File: src/rtl/mpwin_pkg.sv
package mpwin_pkg;
  typedef enum logic [2:0] {
    TGT_NONE = 3'd0,
    TGT_SCU  = 3'd1,
    TGT_GICC = 3'd2,
    TGT_TMR  = 3'd3,
    TGT_WDG  = 3'd4,
    TGT_DIST = 3'd5
  } tgt_e;
endpackage

File: src/rtl/mpwin_addr_decode.sv
module mpwin_addr_decode
  import mpwin_pkg::*;
#(
  parameter int NCPU    = 4,
  parameter int AW      = 13,
  parameter int CW      = 2,
  parameter int PAGE_W  = 8,
  parameter int SLOT_W  = 5
) (
  input  logic [AW-1:0] addr,
  input  logic [CW-1:0] cpu,
  output tgt_e          tgt,
  output logic [CW-1:0] bank,
  output logic [AW-1:0] offset
);
  localparam int ALIAS_PG = 1;
  localparam int EXPL_PG  = 2;
  localparam int TMR_PG   = 6;
  localparam int PG_BITS  = AW - 1 - PAGE_W;

  int page;
  int idx;
  int owner;

  always_comb begin
    tgt    = TGT_NONE;
    bank   = '0;
    offset = '0;
    page   = int'(addr[AW-2:PAGE_W]);
    idx    = 0;
    owner  = 0;
    if (addr[AW-1]) begin
      tgt    = TGT_DIST;
      offset = {1'b0, addr[AW-2:0]};
    end else if (page == 0) begin
      tgt                 = TGT_SCU;
      offset[PAGE_W-1:0]  = addr[PAGE_W-1:0];
    end else if (page == ALIAS_PG) begin
      if (int'(cpu) < NCPU) begin
        tgt                = TGT_GICC;
        bank               = cpu;
        offset[PAGE_W-1:0] = addr[PAGE_W-1:0];
      end
    end else if (page >= EXPL_PG && page < EXPL_PG + NCPU) begin
      tgt                = TGT_GICC;
      bank               = CW'(page - EXPL_PG);
      offset[PAGE_W-1:0] = addr[PAGE_W-1:0];
    end else if (page >= TMR_PG && page <= TMR_PG + NCPU) begin
      idx   = page - TMR_PG;
      owner = (idx == 0) ? int'(cpu) : idx - 1;
      if (owner < NCPU) begin
        bank = CW'(owner);
        offset[SLOT_W-1:0] = addr[SLOT_W-1:0];
        case (addr[PAGE_W-1:SLOT_W])
          '0:      tgt = TGT_TMR;
          'd1:     tgt = TGT_WDG;
          default: begin
            tgt    = TGT_NONE;
            offset = '0;
          end
        endcase
      end
    end
  end

  logic unused_pg;
  assign unused_pg = (PG_BITS < 1);
endmodule

File: src/rtl/mpwin_rdata_mux.sv
module mpwin_rdata_mux
  import mpwin_pkg::*;
#(
  parameter int NCPU = 4,
  parameter int CW   = 2,
  parameter int DW   = 32
) (
  input  logic               valid,
  input  tgt_e               tgt,
  input  logic [CW-1:0]      bank,
  input  logic [DW-1:0]      scu_rdata,
  input  logic [DW*NCPU-1:0] gicc_rdata,
  input  logic [DW*NCPU-1:0] tmr_rdata,
  input  logic [DW*NCPU-1:0] wdg_rdata,
  input  logic [DW-1:0]      dist_rdata,
  output logic [DW-1:0]      rdata
);
  int b;
  always_comb begin
    rdata = '0;
    b     = int'(bank);
    if (valid && b < NCPU) begin
      case (tgt)
        TGT_SCU:  rdata = scu_rdata;
        TGT_DIST: rdata = dist_rdata;
        TGT_GICC: rdata = gicc_rdata[b*DW +: DW];
        TGT_TMR:  rdata = tmr_rdata[b*DW +: DW];
        TGT_WDG:  rdata = wdg_rdata[b*DW +: DW];
        default:  rdata = '0;
      endcase
    end
  end
endmodule

File: src/rtl/mpwin_irq_route.sv
module mpwin_irq_route #(
  parameter int NCPU     = 4,
  parameter int LINES    = 32,
  parameter int TMR_LINE = 29,
  parameter int WDG_LINE = 30
) (
  input  logic [NCPU-1:0]       tmr_irq,
  input  logic [NCPU-1:0]       wdg_irq,
  output logic [LINES*NCPU-1:0] ppi_out
);
  for (genvar k = 0; k < NCPU; k++) begin : g_core
    logic [LINES-1:0] lines;
    always_comb begin
      lines           = '0;
      lines[TMR_LINE] = tmr_irq[k];
      lines[WDG_LINE] = wdg_irq[k];
    end
    assign ppi_out[k*LINES +: LINES] = lines;
  end
endmodule

File: src/rtl/mpwin_router.sv
module mpwin_router
  import mpwin_pkg::*;
#(
  parameter int NCPU     = 4,
  parameter int AW       = 13,
  parameter int DW       = 32,
  parameter int LINES    = 32,
  parameter int TMR_LINE = 29,
  parameter int WDG_LINE = 30,
  parameter int CW       = (NCPU > 1) ? $clog2(NCPU) : 1
) (
  input  logic                  clk,
  input  logic                  rst_n,
  input  logic                  req_valid,
  output logic                  req_ready,
  input  logic [AW-1:0]         req_addr,
  input  logic [CW-1:0]         req_cpu,
  input  logic                  tgt_ready,
  output logic [AW-1:0]         tgt_offset,
  output logic                  scu_sel,
  input  logic [DW-1:0]         scu_rdata,
  output logic [NCPU-1:0]       gicc_sel,
  input  logic [DW*NCPU-1:0]    gicc_rdata,
  output logic [NCPU-1:0]       tmr_sel,
  input  logic [DW*NCPU-1:0]    tmr_rdata,
  output logic [NCPU-1:0]       wdg_sel,
  input  logic [DW*NCPU-1:0]    wdg_rdata,
  output logic                  dist_sel,
  input  logic [DW-1:0]         dist_rdata,
  output logic [DW-1:0]         rsp_rdata,
  output logic                  dec_err,
  input  logic [NCPU-1:0]       tmr_irq,
  input  logic [NCPU-1:0]       wdg_irq,
  output logic [LINES*NCPU-1:0] ppi_out
);
  tgt_e          tgt;
  logic [CW-1:0] bank;
  logic [AW-1:0] offset;
  logic          miss;

  mpwin_addr_decode #(.NCPU(NCPU), .AW(AW), .CW(CW)) u_dec (
    .addr(req_addr), .cpu(req_cpu), .tgt(tgt), .bank(bank), .offset(offset)
  );

  assign miss       = (tgt == TGT_NONE);
  assign tgt_offset = req_valid ? offset : '0;
  assign scu_sel    = req_valid && (tgt == TGT_SCU);
  assign dist_sel   = req_valid && (tgt == TGT_DIST);
  assign req_ready  = miss ? 1'b1 : tgt_ready;

  for (genvar b = 0; b < NCPU; b++) begin : g_sel
    logic mine;
    assign mine        = req_valid && (bank == CW'(b));
    assign gicc_sel[b] = mine && (tgt == TGT_GICC);
    assign tmr_sel[b]  = mine && (tgt == TGT_TMR);
    assign wdg_sel[b]  = mine && (tgt == TGT_WDG);
  end

  mpwin_rdata_mux #(.NCPU(NCPU), .CW(CW), .DW(DW)) u_mux (
    .valid(req_valid), .tgt(tgt), .bank(bank),
    .scu_rdata(scu_rdata), .gicc_rdata(gicc_rdata), .tmr_rdata(tmr_rdata),
    .wdg_rdata(wdg_rdata), .dist_rdata(dist_rdata), .rdata(rsp_rdata)
  );

  always_ff @(posedge clk or negedge rst_n) begin
    if (!rst_n) dec_err <= 1'b0;
    else        dec_err <= req_valid && miss;
  end

  mpwin_irq_route #(.NCPU(NCPU), .LINES(LINES), .TMR_LINE(TMR_LINE),
                    .WDG_LINE(WDG_LINE)) u_irq (
    .tmr_irq(tmr_irq), .wdg_irq(wdg_irq), .ppi_out(ppi_out)
  );
endmodule

File: config.mk
export PLATFORM = sky130hd
export DESIGN_NAME = mpwin_router
export DESIGN_NICKNAME = d
export VERILOG_FILES = /design/src/rtl/mpwin_pkg.sv /design/src/rtl/mpwin_addr_decode.sv /design/src/rtl/mpwin_rdata_mux.sv /design/src/rtl/mpwin_irq_route.sv /design/src/rtl/mpwin_router.sv
export SDC_FILE = /design/constraint.sdc
export NUM_CORES = 1
export LEC_CHECK = 0
export BUFFER_PORTS_ARGS = -buffer_cell sky130_fd_sc_hd__buf_4
export CAP_MARGIN = 20
export CORE_AREA = 8 8 255 257
export DETAILED_ROUTE_END_ITERATION = 12
export DIE_AREA = 0 0 263 265
export GPL_ROUTABILITY_DRIVEN = 0
export SETUP_SLACK_MARGIN = 0.3
export SLEW_MARGIN = 10
export SYNTH_ARGS = -nofsm -noshare
export SYNTH_HDL_FRONTEND = slang
export SYNTH_HIERARCHICAL = 1
export SYNTH_SLANG_ARGS = --single-unit
File: constraint.sdc
create_clock -name clk -period 3.6 [get_ports clk]
set_input_delay 0.36 -clock clk [delete_from_list [all_inputs] [get_ports clk]]
set_output_delay 0.36 -clock clk [all_outputs]
set_load 0.1 [all_outputs]
After elaboration in Yosys (flattened, before gate mapping)
Index checks and enable logic that the tools add are counted.

word-level totals
  logic and storage cells = 77
  bits in registers = 1
  output and inout bits = 189

operators by class
  add/subtract/negate cells = 3
  order comparisons = 5
  shift operators = 3
  reductions and logical operators = 27
  eq/ne operators = 10
  muxes and demuxes = 28

operators with widths
  operator               count
  $shiftx 128x8->32      3
  $pmux 32 s5            1
  $mux 32                2
  $mux 13                4
  $logic_not 32->1       1
  $lt 32x4->1 const B    1
  $sub 32x2->32 const B  1
  $mux 8                 3
  $logic_and 1x1->1      21
  $mux 5                 4
  $mux 3                 6
  $mux 2                 6
  $eq 3x1->1 const B     2
  $eq 3x2->1 const B     2
  $eq 3x3->1 const B     2
  $logic_not 3->1        2
  $pmux 3 s2             1
  $sub 4x3->5 const B    1
  $eq 2x2->1 const B     2
  $eq 4x2->1 const B     1
  $ge 4x2->1 const B     1
  $ge 4x3->1 const B     1
  $le 4x4->1 const B     1
  $logic_not 4->1        1
  6 further kinds        6

Logic depth before layout (Yosys ltp)
  depth in word-level cells = 13
  gate-level depth with buffers = 15
  depth with buffers taken out = 12

By module
Netlist, hierarchy kept.

modules (own cells, without submodules)
  module             cells each  area each (µm²)  instances
  mpwin_rdata_mux    629         4314.1           1
  mpwin_irq_route    129         964.7            1
  mpwin_addr_decode  74          550.5            1
  mpwin_router       42          285.3            1

Worst setup path after synthesis
No wires, ideal clock.

  path kind = input -> output
  from = input req_addr[9]
  to = output rsp_rdata[30]
  required time = 3.240 ns
  slack = -2.757 ns
  arrival time = 5.997 ns
  stages = 15
  cell sequence = ha_1 > inv_1 > ha_1 > and3_1 > a211o_1 > o211ai_2 > o31ai_1 > or3b_1 > buf_4 > buf_6 > clkbuf_1 > a21oi_1 > o21ai_0 > nor2_1 > nor4_1

on the way
  longest elaborated chain between the ends = 13
  elaborated cells between the ends (all ways) = 36
  classes of those cells = add/sub: 3; order compare: 5; eq/ne: 6; shift: 3; mux: 15; reduce/logical: 4

RTL lines
  element                                                   RTL line                 RTL
  start, declared                                           mpwin_router.sv:16       input logic [AW-1:0] req_addr,
  $sub 4x3->5                                               mpwin_addr_decode.sv:49  idx = page - TMR_PG;
  $sub 32x2->32 / $logic_not 32->1 (equally long branches)  mpwin_addr_decode.sv:50  owner = (idx == 0) ? int'(cpu) : idx - 1;
  $mux 32                                                   mpwin_addr_decode.sv:50
  $lt 32x4->1                                               mpwin_addr_decode.sv:51  if (owner < NCPU) begin
  $mux 3                                                    mpwin_addr_decode.sv:51
  $mux 3                                                    mpwin_addr_decode.sv:48  end else if (page >= TMR_PG && page <= TMR_PG + NCPU) begin
  $mux 3                                                    mpwin_addr_decode.sv:44  end else if (page >= EXPL_PG && page < EXPL_PG + NCPU) begin
  $mux 3                                                    mpwin_addr_decode.sv:38  end else if (page == ALIAS_PG) begin
  $mux 3 *                                                  mpwin_addr_decode.sv:35  end else if (page == 0) begin
  $mux 3 *                                                  mpwin_addr_decode.sv:32  if (addr[AW-1]) begin
  named net tgt[1]                                          mpwin_router.sv:36       tgt_e tgt;
  $eq 3x3->1, or another cell as far along                  mpwin_rdata_mux.sv:23    case (tgt)
  $pmux 32 s5 *                                             mpwin_rdata_mux.sv:23
  $mux 32 *                                                 mpwin_rdata_mux.sv:22    if (valid && b < NCPU) begin
  end, declared                                             mpwin_router.sv:30       output logic [DW-1:0] rsp_rdata,

The timed path passes the listed nets; every way through them passes the cells marked *.

Worst setup path after layout
  from = input req_addr[10]
  to = output rsp_rdata[23]

Same word-level chain as after synthesis.

==> results.md <==
- Worst Path Max Fanout: 8
- Top flop regs: dec_err (1)
- Via count: 9494
- Vias/cell: 4.07
- Top_reg_cell synth: dfrtp_1
- WL met2: 28.4 mm
- First-pass GRT wire length: roughly 74 mm
- Synth area leaders: buf_4 16%, mux4_2 12%, o21ai_0 8.1%, nand2_1 5.5%, a21oi_1 5.4%
- Max-slew violations: 0
- Crit-path cells: buf_8 > ha_4 > inv_2 > ha_4 > and3_4 > a211o_1 > o211ai_4 > buf_6 > o31ai_4 > buf_4 > or3b_4 > buf_6 > a21boi_4 > buf_12 > buf_12 > buf_16 > o21ai_2 > o32ai_4 > buf_12
- Area growth, synth to finish: 139%
- Number of synthesized register bits: 1
- RSZ-0062 raised after global routing: true
- Final WS setup: -0.444 ns
- Count leader, synth: buf_4
- CP dominant cell by count: buf_12
- Worst vdd ir: between 0.0001 and 0.00015 V
- Clk slew on worst S/H paths: 0 ns
- Fraction of layout cells with a size suffix above 1: 62.8%
- Largest Register: dec_err
- LEAKAGE: 6.28 nW
- Pwr per Cell Area: 194 nW/um^2
- Vias in the first global route: 10200
- Status: finished with violations
- Endpoint class of the critical path: output pin
- Final Hold Fails: 0
- Filler instances: 6675
- Core area: slightly above 60000 sq um
- Crit path DAT: around 3.7 ns
- Failing checks: negative setup slack
- Fin crit share: 112%
- Post-DP HPWL: 45.8 mm
- ANT nets after route: 0
- Final min period: roughly 4.0 ns
- Initial antenna violation count: 21
- Cells after Synth: a little under 900
- Seq/Total Area, Yosys: 0.409%
- Post-synthesis cell area: 6110 sq um
- Top cell type's share of synthesized area: 16.0%
- Initial DRT Pass Iterations: 5
- Post-route setup TNS: -12.92 ns
- Total Wirelength: 55.5 mm
- DRC: 0
- Die ar.: roughly 70000 sq um
- Fmax: 247 MHz
- Setup violations, final: 38
- FP Rows: between 90 and 100
- Die height: 265 microns
- Met3 wire len: 4.77 mm
- Synth area leader: buf_4
- Starting Density: 10.0%
- Synth cell count leaders: 130 x buf_4, 99 x o21ai_0, 89 x nand2_1
- WP data required: 3.24 ns
- YS warnings: 6
- Slowest stage cell, crit path: or3b_4
- GRT overflow: 0
- Initial DRC Count: 462
- Final instance area: 14600 sq um
- Avg WL per Cell: ~24 microns
- Distinct cells, synth: 62
- Max layer used: met5
- Number of flip-flops in the largest register: 1
- Ys async rst share: 100%
- Crit start category: primary input
- Relative slew slack: 36.0%
- Number of synthesized flops with an enable pin: 0
- Synthesized area per cell: 7.00 sq um
- Worst min path class: in -> async
- Top cell family by delay on the critical path: buffers and inverters
- Pin count of the biggest net entering global routing: 43
- Chip width: 263 microns
- Slowest cell delay on critical path: about 0.44 ns
- Layout Utilization: approximately a quarter
- Buf+Inv Stages, Crit Path: 9
- Critical path class: in -> out
- Io pins: 664
- Port buffer count: between 500 and 600
- Met1 Wirelength: 20.9 mm
- Placement Cell Area: approximately 12000 sq um
- Total Nets Final: 2022
- Overall Global Routing Usage: 14.4%
- MaxCap Viol Count: 0
- Worst slew pin tran: 0.967 ns
## logic make-up (layout without fill, tap and decap cells)
kind of cell,after synthesis,count (layout),share of synthesized area [%]
AO/OA/AOI/OAI,360,360,39.2
XOR/XNOR,1,1,0.143
adder cells (fa/ha/maj),9,9,1.84
buffers and inverters,212,755,22.0
flip-flops,1,1,0.409
multiplexers,50,50,14.7
other,2,126,0.123
AND/OR/NAND/NOR,239,239,21.5
## area by class of cell
cell class | count | area (sq um) | share of cell area (%)
antenna | 5 | 12.5 | 0.0857
inverter | 7 | 28.8 | 0.197
multi-input combinational | 780 | 6600 | 45.2
sequential | 1 | 25.0 | 0.171
tap | 790 | 988 | 6.77
timing repair buffer | 748 | 6950 | 47.6
## per-stage QoR
step | hold WS (ns) | worst slack, ns | power (mW) | cells
detailed placement | 0.141 | -0.937 | 2.48 | 2265
global placement | 0.136 | -0.870 | 2.47 | 2265
CTS | 0.141 | -0.535 | 2.73 | 2301
floorplan | 0.0644 | -0.423 | 1.69 | 993
global route | 0.141 | -0.603 | 2.97 | 2327
finish | 0.140 | -0.444 | 2.84 | 2331
## layout by cell type, fill, tap and decap left out, types with 9 or more instances in the layout
cell / n
a211oi_1: 9
mux4_2: 32
o21a_1: 16
o22a_1: 18
buf_4: 621
mux2i_1: 18
o21ai_0: 73
o22ai_1: 12
nor3_4: 11
o22ai_4: 20
o32ai_4: 17
buf_12: 77
o22ai_2: 14
a21boi_1: 11
nand2_1: 84
a21oi_1: 48
buf_6: 33
a22oi_2: 26
or4bb_1: 28
and2_1: 17
conb_1: 121
o21ai_1: 13
a21oi_2: 17
nor2_1: 36
a21boi_0: 23
## worst paths after layout
check	start	endpoint	slack, ns	cells after the start
max	req_addr[10]	rsp_rdata[23]	-0.44	19
min	rst_n	dec_err	0.14	1
max in group asynchronous	rst_n	dec_err	3.38	1
min in group clk	wdg_irq[0]	ppi_out[30]	0.72	0
## where the power goes
part / total [mW] / internal (mW) / switching, mW
combinational: 2.83 / 1.12 / 1.71
sequential: 0.0121 / 0.0119 / 0.000179
clock: 0.000000188 / 0.000000188 / 0
## repair_timing
action	CTS	global route
pin swaps	64	49
endpoints found under the setup margin	47	47
hold buffers	0	0
resized for setup	257	94
buffers inserted	32	22
cloned	4	3
## per-layer routing
layer,global-route usage (%),vias to the layer above
met1,15.9,4504
met3,4.51,67
li1,-,4387
met5,0,-
met4,3.05,12
met2,26.9,524
Power figures use the tool's default switching activity.
